$ cat src/rtl/bsync_pkg.sv
package bsync_pkg;

  // Sequencer states, one per kind of character being issued
  typedef enum logic [1:0] {
    ST_FILL   = 2'd0,
    ST_SYN2   = 2'd1,
    ST_DATA   = 2'd2,
    ST_CRC_LO = 2'd3
  } tx_state_e;

  // Bit-reversed generator polynomials for right-shifting CRC registers
  localparam logic [15:0] POLY_R16    = 16'hA001;
  localparam logic [15:0] POLY_RCCITT = 16'h8408;

endpackage

$ cat src/rtl/bsync_fifo.sv
module bsync_fifo #(
  parameter int DW    = 8,
  parameter int DEPTH = 16
) (
  input  logic          clk,
  input  logic          rst,
  input  logic          wr_en,
  input  logic [DW-1:0] wr_data,
  input  logic          rd_en,
  output logic [DW-1:0] rd_data,
  output logic          empty,
  output logic          full
);

  localparam int AW = (DEPTH > 1) ? $clog2(DEPTH) : 1;
  localparam int CW = $clog2(DEPTH + 1);
  localparam logic [AW-1:0] LAST = AW'(DEPTH - 1);

  logic [DW-1:0] mem [DEPTH];
  logic [AW-1:0] wr_ptr, rd_ptr;
  logic [CW-1:0] count;
  logic          do_wr, do_rd;

  assign full    = (count == CW'(DEPTH));
  assign empty   = (count == '0);
  assign do_wr   = wr_en && !full;
  assign do_rd   = rd_en && !empty;
  assign rd_data = mem[rd_ptr];

  // Storage without reset so a distributed RAM can be inferred
  always_ff @(posedge clk) begin
    if (do_wr) mem[wr_ptr] <= wr_data;
  end

  always_ff @(posedge clk) begin
    if (rst) begin
      wr_ptr <= '0;
      rd_ptr <= '0;
      count  <= '0;
    end else begin
      if (do_wr) wr_ptr <= (wr_ptr == LAST) ? '0 : wr_ptr + 1'b1;
      if (do_rd) rd_ptr <= (rd_ptr == LAST) ? '0 : rd_ptr + 1'b1;
      case ({do_wr, do_rd})
        2'b10:   count <= count + 1'b1;
        2'b01:   count <= count - 1'b1;
        default: count <= count;
      endcase
    end
  end

  AST_NO_OVERFLOW: assert property (@(posedge clk) disable iff (rst)
    (wr_en && full && !rd_en) |=> $stable(count));

  AST_NO_EMPTY_POP: assert property (@(posedge clk) disable iff (rst)
    rd_en |-> !empty);

endmodule

$ cat src/rtl/bsync_crc16.sv
module bsync_crc16
  import bsync_pkg::*;
#(
  parameter int DW = 8
) (
  input  logic          clk,
  input  logic          rst,
  input  logic          init,
  input  logic          init_ones,
  input  logic          ccitt,
  input  logic          upd,
  input  logic [DW-1:0] din,
  output logic [15:0]   crc
);

  function automatic logic [15:0] step(input logic [15:0] cur,
                                       input logic [DW-1:0] d,
                                       input logic sel_ccitt);
    logic [15:0] r;
    logic        fb;
    r = cur;
    for (int i = 0; i < DW; i++) begin
      fb = r[0] ^ d[i];
      r  = r >> 1;
      if (fb) r = r ^ (sel_ccitt ? POLY_RCCITT : POLY_R16);
    end
    return r;
  endfunction

  always_ff @(posedge clk) begin
    if (rst)       crc <= '0;
    else if (init) crc <= init_ones ? 16'hFFFF : 16'h0000;
    else if (upd)  crc <= step(crc, din, ccitt);
  end

  AST_CRC_INIT: assert property (@(posedge clk) disable iff (rst)
    (init && init_ones) |=> (crc == 16'hFFFF));

endmodule

$ cat src/rtl/bsync_tx_ctrl.sv
module bsync_tx_ctrl
  import bsync_pkg::*;
#(
  parameter int DW   = 8,
  parameter int CNTW = 8
) (
  input  logic            clk,
  input  logic            rst,
  input  logic [DW-1:0]   cfg_syn,
  input  logic            cfg_dual_syn,
  input  logic            cfg_par_en,
  input  logic            cfg_par_odd,
  input  logic            cfg_crc_en,
  input  logic            cfg_fill_syn,
  input  logic            cfg_cnt_mode,
  input  logic [CNTW-1:0] cfg_byte_cnt,
  input  logic            cfg_cts_en,
  input  logic            cts,
  input  logic            cmd_start,
  input  logic            cmd_end,
  input  logic            fifo_empty,
  input  logic [DW-1:0]   fifo_data,
  output logic            fifo_rd,
  output logic            crc_init,
  output logic            crc_upd,
  input  logic [15:0]     crc_val,
  output logic            txd,
  output logic            underrun,
  output logic            busy
);

  localparam int SW = DW + 1;
  localparam int BW = $clog2(SW + 1);
  localparam logic [BW-1:0] LEN_CHR = BW'(DW);
  localparam logic [BW-1:0] LEN_PAR = BW'(DW + 1);
  localparam logic [BW-1:0] LEN_CRC = BW'(8);

  tx_state_e       st, nst;
  logic [SW-1:0]   sh_q, ld_char;
  logic [BW-1:0]   bit_left, ld_len;
  logic [CNTW-1:0] cnt_q;
  logic            start_pend, end_pend;
  logic            bnd, hold, end_cond, ld;
  logic            take_start, clr_end, cnt_load, cnt_dec, urun;
  logic [SW-1:0]   syn_chr, fill_chr, data_chr;
  logic [BW-1:0]   data_len;

  assign syn_chr  = {1'b0, cfg_syn};
  assign fill_chr = cfg_fill_syn ? syn_chr : '1;
  assign data_chr = {(^fifo_data) ^ cfg_par_odd, fifo_data};
  assign data_len = cfg_par_en ? LEN_PAR : LEN_CHR;
  assign bnd      = (bit_left == '0);
  assign hold     = cfg_cts_en && !cts;
  assign end_cond = cfg_cnt_mode ? (cnt_q == '0) : (end_pend && fifo_empty);
  assign busy     = start_pend || (st != ST_FILL);

  // Next-character selection at each character boundary
  always_comb begin
    nst        = st;
    ld         = 1'b0;
    ld_char    = '1;
    ld_len     = LEN_CHR;
    fifo_rd    = 1'b0;
    crc_init   = 1'b0;
    crc_upd    = 1'b0;
    take_start = 1'b0;
    clr_end    = 1'b0;
    cnt_load   = 1'b0;
    cnt_dec    = 1'b0;
    urun       = 1'b0;
    if (bnd) begin
      case (st)
        ST_FILL: begin
          ld = 1'b1;
          if (start_pend && !hold) begin
            take_start = 1'b1;
            crc_init   = 1'b1;
            cnt_load   = 1'b1;
            ld_char    = syn_chr;
            nst        = cfg_dual_syn ? ST_SYN2 : ST_DATA;
          end else begin
            ld_char = fill_chr;
          end
        end
        ST_SYN2: begin
          if (!hold) begin
            ld      = 1'b1;
            ld_char = syn_chr;
            nst     = ST_DATA;
          end
        end
        ST_DATA: begin
          if (!hold) begin
            ld = 1'b1;
            if (end_cond) begin
              clr_end = 1'b1;
              if (cfg_crc_en) begin
                ld_char = SW'(crc_val[15:8]);
                ld_len  = LEN_CRC;
                nst     = ST_CRC_LO;
              end else begin
                ld_char = fill_chr;
                nst     = ST_FILL;
              end
            end else if (fifo_empty) begin
              ld_char = syn_chr;
              urun    = 1'b1;
            end else begin
              fifo_rd = 1'b1;
              crc_upd = 1'b1;
              cnt_dec = 1'b1;
              ld_char = data_chr;
              ld_len  = data_len;
            end
          end
        end
        default: begin
          if (!hold) begin
            ld      = 1'b1;
            ld_char = SW'(crc_val[7:0]);
            ld_len  = LEN_CRC;
            nst     = ST_FILL;
          end
        end
      endcase
    end
  end

  always_ff @(posedge clk) begin
    if (rst) begin
      st         <= ST_FILL;
      sh_q       <= '1;
      bit_left   <= '0;
      txd        <= 1'b1;
      underrun   <= 1'b0;
      start_pend <= 1'b0;
      end_pend   <= 1'b0;
      cnt_q      <= '0;
    end else begin
      st       <= nst;
      underrun <= urun;
      if (ld) begin
        txd      <= ld_char[0];
        sh_q     <= ld_char >> 1;
        bit_left <= ld_len - 1'b1;
      end else if (!bnd) begin
        txd      <= sh_q[0];
        sh_q     <= sh_q >> 1;
        bit_left <= bit_left - 1'b1;
      end else begin
        txd <= 1'b1;
      end
      if (take_start)                start_pend <= 1'b0;
      else if (cmd_start && !busy)   start_pend <= 1'b1;
      if (clr_end)                   end_pend <= 1'b0;
      else if (cmd_end && busy)      end_pend <= 1'b1;
      if (cnt_load)                  cnt_q <= cfg_byte_cnt;
      else if (cnt_dec)              cnt_q <= cnt_q - 1'b1;
    end
  end

  AST_CTS_MARK: assert property (@(posedge clk) disable iff (rst)
    (bnd && hold && st != ST_FILL) |=> (txd == 1'b1 && bit_left == '0));

  AST_CHAR_WHOLE: assert property (@(posedge clk) disable iff (rst)
    (bit_left != '0) |=> (bit_left == $past(bit_left) - 1'b1));

  AST_URUN_IN_DATA: assert property (@(posedge clk) disable iff (rst)
    underrun |-> (st == ST_DATA && !$past(fifo_rd)));

  AST_CRC_FROZEN: assert property (@(posedge clk) disable iff (rst)
    (st == ST_CRC_LO) |=> $stable(crc_val));

  AST_NO_START_HELD: assert property (@(posedge clk) disable iff (rst)
    (st == ST_FILL && hold) |=> (st == ST_FILL));

endmodule

$ cat src/rtl/bsync_tx.sv
module bsync_tx #(
  parameter int DW    = 8,
  parameter int DEPTH = 16,
  parameter int CNTW  = 8
) (
  input  logic            clk,
  input  logic            rst,
  input  logic            wr_en,
  input  logic [DW-1:0]   wr_data,
  output logic            fifo_full,
  input  logic            cmd_start,
  input  logic            cmd_end,
  input  logic            cts,
  input  logic [DW-1:0]   cfg_syn,
  input  logic            cfg_dual_syn,
  input  logic            cfg_par_en,
  input  logic            cfg_par_odd,
  input  logic            cfg_crc_en,
  input  logic            cfg_crc_ccitt,
  input  logic            cfg_crc_init_ones,
  input  logic            cfg_fill_syn,
  input  logic            cfg_cnt_mode,
  input  logic [CNTW-1:0] cfg_byte_cnt,
  input  logic            cfg_cts_en,
  output logic            txd,
  output logic            underrun,
  output logic            busy
);

  logic          f_rd, f_empty;
  logic [DW-1:0] f_data;
  logic          c_init, c_upd;
  logic [15:0]   c_val;

  bsync_fifo #(.DW(DW), .DEPTH(DEPTH)) u_fifo (
    .clk(clk), .rst(rst),
    .wr_en(wr_en), .wr_data(wr_data),
    .rd_en(f_rd), .rd_data(f_data),
    .empty(f_empty), .full(fifo_full)
  );

  bsync_crc16 #(.DW(DW)) u_crc (
    .clk(clk), .rst(rst),
    .init(c_init), .init_ones(cfg_crc_init_ones), .ccitt(cfg_crc_ccitt),
    .upd(c_upd), .din(f_data), .crc(c_val)
  );

  bsync_tx_ctrl #(.DW(DW), .CNTW(CNTW)) u_ctrl (
    .clk(clk), .rst(rst),
    .cfg_syn(cfg_syn), .cfg_dual_syn(cfg_dual_syn),
    .cfg_par_en(cfg_par_en), .cfg_par_odd(cfg_par_odd),
    .cfg_crc_en(cfg_crc_en), .cfg_fill_syn(cfg_fill_syn),
    .cfg_cnt_mode(cfg_cnt_mode), .cfg_byte_cnt(cfg_byte_cnt),
    .cfg_cts_en(cfg_cts_en), .cts(cts),
    .cmd_start(cmd_start), .cmd_end(cmd_end),
    .fifo_empty(f_empty), .fifo_data(f_data), .fifo_rd(f_rd),
    .crc_init(c_init), .crc_upd(c_upd), .crc_val(c_val),
    .txd(txd), .underrun(underrun), .busy(busy)
  );

endmodule

$ cat config.mk
export PLATFORM = sky130hd
export DESIGN_NAME = bsync_tx
export DESIGN_NICKNAME = d
export VERILOG_FILES = /design/src/rtl/bsync_pkg.sv /design/src/rtl/bsync_fifo.sv /design/src/rtl/bsync_crc16.sv /design/src/rtl/bsync_tx_ctrl.sv /design/src/rtl/bsync_tx.sv
export SDC_FILE = /design/constraint.sdc
export NUM_CORES = 1
export LEC_CHECK = 0
export ABC_AREA = 1
export BUFFER_PORTS_ARGS = -buffer_cell sky130_fd_sc_hd__buf_2
export CORE_MARGIN = 2
export CORE_UTILIZATION = 27
export CTS_CLUSTER_DIAMETER = 40
export CTS_CLUSTER_SIZE = 25
export DETAILED_ROUTE_END_ITERATION = 7
export MAX_ROUTING_LAYER = met4
export PLACE_DENSITY = 0.38
export SYNTH_ARGS = -nofsm -noshare
export SYNTH_HDL_FRONTEND = slang
export SYNTH_HIERARCHICAL = 1
export SYNTH_SLANG_ARGS = --single-unit
export TNS_END_PERCENT = 1
$ cat constraint.sdc
create_clock -name clk -period 5.1 [get_ports clk]
set_input_delay 1.02 -clock clk [delete_from_list [all_inputs] [get_ports clk]]
set_output_delay 1.02 -clock clk [all_outputs]
set_load 0.02 [all_outputs]
==> summary.md <==
| Metric | Value |
|---|---|
| DRT Pass-1 Iters | 5 |
| Post-synthesis sequential area ratio | 0.517 |
| Syn nets | 1171 |
| CTS clk-pin slew, worst paths | ~0.080 ns |
| WHS Path Cells | 2 |
| Via density | roughly 4.6 |
| Routed vias | between 7000 and 8000 |
| Detail Route Antenna Nets | 0 |
| DP Wirelength | 19.3 mm |
| CP endpoint kind | register |
| Comb power frac | 0.218 |
| Post-Route Utilization | 0.309 |
| Peak VDD IR | 184 µV |
| Routability cong. | 0.857 |
| Post-synth top flop | edfxtp_1 |
| Die Footprint | 37700 µm² |
| CTS root buffer | clkbuf_16 |
| Initial antenna violation count | 0 |
| # DRC | 0 |
| Synth Register Bits | 188 |
| Worst EP required | 5.47 ns |
| Final hold slack | around 0.48 ns |
| Worst slew pin tran | 1.02 ns |
| Share of cells above drive strength 1 | 0.129 |
| GRT Total Usage | 0.152 |
| Port Buffers | 42 |
| Leakage | approximately 4.5 nW |
| Crit path largest cell delay | 0.67 ns |
| Fraction of registers with async set/reset | 0 |
| Crit-path most repeated cell | nand2_1 |
| Final Critical Period | 3.85 ns |
| Synth cell types | 45 |
| Core area | 35600 µm² |
| Power per cell area | approximately 360 nW/µm² |
| Largest net degree at the start of global routing | 57 |
| Sum Neg Setup Slack | 0 ns |
| Vias in the first global route | 7233 |
| Clock network latency to the later pin of the worst-skew pair | between 0.4 and 0.5 ns |
| Worst Hold Class | reg2reg |
| Ant. Diodes | 0 |
| Critical path arrival | ~4.2 ns |
| Nets@finish | 1202 |
| Pins over their slew limit | 0 |
| Top delay family on crit path | simple AND/OR/NAND/NOR gates |
| RSZ-0062 raised after global routing | no |
| Max-cap violations | 0 |
| Final period util | 0.755 |
| Hold path start | u_ctrl/sh_q[5]$_SDFFE_PP1P_ |
| Cell Area, Synth | 9760 µm² |
| Postcts setup bufs | 0 |
| Critical Path Stages | 31 |
| Clock share of power | 0.336 |
| Initial Util | 0.274 |
| CTS buffer count | 17 |
| Grt total ovfl | 0 |
| Max Root-Sink Buffers | 2 |
| Worst slew margin | 0.319 |
| CP Class | reg2reg |
| EDFF count, synth | 128 |
| I/O pin count | 43 |
| Die Wd | 194 µm |
| Switching power of the nets | 1.30 mW |
| Sequential share of power | 0.446 |
| Switching part of the total | 0.330 |
| Critical path launch point type | register |
| Register-to-Register Path Depth | 31 |
| Ys Warns | 6 |
| Worst path bufs/invs | 2 |
| Pwr Total | 3.93 mW |
| Final number of setup-violating endpoints | 0 |
| Final Skew | 0.0126 ns |
| Hold buffers post-CTS | 0 |
| # resized after CTS | 0 |
| Setup WS pre-CTS | 1.09 ns |
| TritonCTS Sinks | 188 |
| Fin. Hold Viols | 0 |
| Area Overhead vs Synth | 12.5% |
| Wire per inst | 16.9 µm |
| Slack of the critical path | 1.25 ns |
| Outcome | complete, no violations |
| H-Tree Depth | 4 |
| Mapped Avg Cell Area | 8.70 µm² |
| Cell row count | 69 |
| Crit-path max FO | 48 |
| Initial drt markers | between 500 and 600 |
| Die span in y | approximately 190 µm |
| First-pass GRT wire length | roughly 43 mm |
| Slowest stage cell on the critical path | dfxtp_4 |
| Max Fclk | 0.260 GHz |
| CTS tree | done |
| Final wirelength | 27.5 mm |
| Post-Synthesis Cells | approximately 1100 |
| Internal power | 2.63 mW |
==> per-stage QoR <==
step / instance area (µm²) / instances
finish: 11000 / 1627
global route: 11000 / 1627
CTS: 11000 / 1627
detailed placement: 10400 / 1595
global placement: 10400 / 1595
floorplan: 9760 / 1122
==> worst reg2reg max path: cells and delay by family (launching register included) <==
kind	cells	cell delay [ns]
buffers and inverters	2	0.49
flip-flops	1	0.67
AO/OA/AOI/OAI	3	0.35
AND/OR/NAND/NOR	26	2.24
==> synth_stat cells, types with 4 or more instances <==
| cell type | count | area share |
|---|---|---|
| a21oi_1 | 85 | 0.044 |
| a22oi_1 | 4 | 0.0031 |
| buf_2 | 18 | 0.0092 |
| buf_6 | 6 | 0.0069 |
| clkbuf_1 | 11 | 0.0042 |
| dfxtp_1 | 60 | 0.12 |
| edfxtp_1 | 128 | 0.39 |
| ha_1 | 10 | 0.013 |
| inv_1 | 156 | 0.060 |
| inv_2 | 7 | 0.0027 |
| nand2_1 | 227 | 0.087 |
| nand2_2 | 12 | 0.0077 |
| nand2_4 | 7 | 0.0081 |
| nand3_1 | 91 | 0.047 |
| nand3_2 | 8 | 0.0082 |
| nand3_4 | 5 | 0.0090 |
| nand4_1 | 10 | 0.0064 |
| nor2_1 | 80 | 0.031 |
| nor3_1 | 8 | 0.0041 |
| o211ai_1 | 23 | 0.018 |
| o211ai_2 | 10 | 0.013 |
| o21ai_0 | 87 | 0.045 |
| o21ai_1 | 7 | 0.0036 |
| o21bai_1 | 4 | 0.0031 |
| or2_2 | 4 | 0.0026 |
| xnor2_1 | 11 | 0.0099 |
| xor2_1 | 17 | 0.015 |
==> path summary, 6_finish.rpt <==
kind	endpoint	slack (ns)
max	u_crc/crc[3]$_SDFFE_PP0P_	1.25
max reg2reg	u_crc/crc[3]$_SDFFE_PP0P_	1.25
min	u_ctrl/sh_q[5]$_SDFFE_PP1P_	0.48
min reg2reg	u_ctrl/sh_q[5]$_SDFFE_PP1P_	0.48
==> area by class of cell <==
cell class              instances  area [µm²]
flip-flops and latches        188        5050
clock buffers                  17         425
clock inverters                15         154
multi-input cells             729        3850
well taps                     461         577
fillers                      3802       24600
inverters                     165         632
repair buffers                 52         298
==> power groups by stage <==
| stage | clock network (mW) | logic (mW) | registers (mW) |
|---|---|---|---|
| after detailed placement | 0 | 0.862 | 1.79 |
| after floorplan | 0 | 0.635 | 1.77 |
| final | 1.32 | 0.855 | 1.75 |
| after CTS | 1.38 | 0.867 | 1.76 |
| after global placement | 0 | 0.871 | 1.79 |
| after global routing | 1.42 | 0.987 | 1.76 |
==> kinds of logic after synthesis <==
family,Yosys count,synth area share
and+or+nand+nor,462,0.219
AOI/OAI and AO/OA,227,0.134
buffers and inverters,205,0.0888
DFF,188,0.517
xor gates and xnor gates,29,0.0268
adders and majority gates,10,0.0128
muxes,1,0.00103
==> sequential cells by signal, indices dropped and copies added (netlist names), 2 cells and up, named ones only <==
signal,count
u_ctrl/cnt_q,8
u_ctrl/sh_q,9
u_crc/crc,16
u_fifo/mem,128
u_fifo/rd_ptr,4
u_ctrl/bit_left,4
u_fifo/wr_ptr,4
u_fifo/count,5
u_ctrl/st,2
==> routing by layer <==
metal	global-route usage	wire, µm
met1	0.214	14000
met2	0.231	12600
met3	0.0202	661
met4	0.0359	289
met5	-	0
==> layout by cell type, fill, tap and decap left out, types with 5 or more instances in the layout <==
| master | n |
|---|---|
| ha_1 | 10 |
| o211ai_1 | 23 |
| nand2_1 | 227 |
| o21ai_0 | 87 |
| nand3_1 | 91 |
| inv_1 | 156 |
| xnor2_1 | 11 |
| nand2_4 | 7 |
| buf_4 | 9 |
| o21ai_1 | 7 |
| xor2_1 | 17 |
| nor3_1 | 8 |
| nand3_2 | 8 |
| nor2_1 | 80 |
| buf_2 | 42 |
| edfxtp_1 | 128 |
| nand4_1 | 10 |
| inv_2 | 7 |
| nand2_2 | 12 |
| nand3_4 | 5 |
| o211ai_2 | 10 |
| a21oi_1 | 85 |
| dfxtp_1 | 58 |
| clkbuf_16 | 17 |
Power figures use the tool's default switching activity.
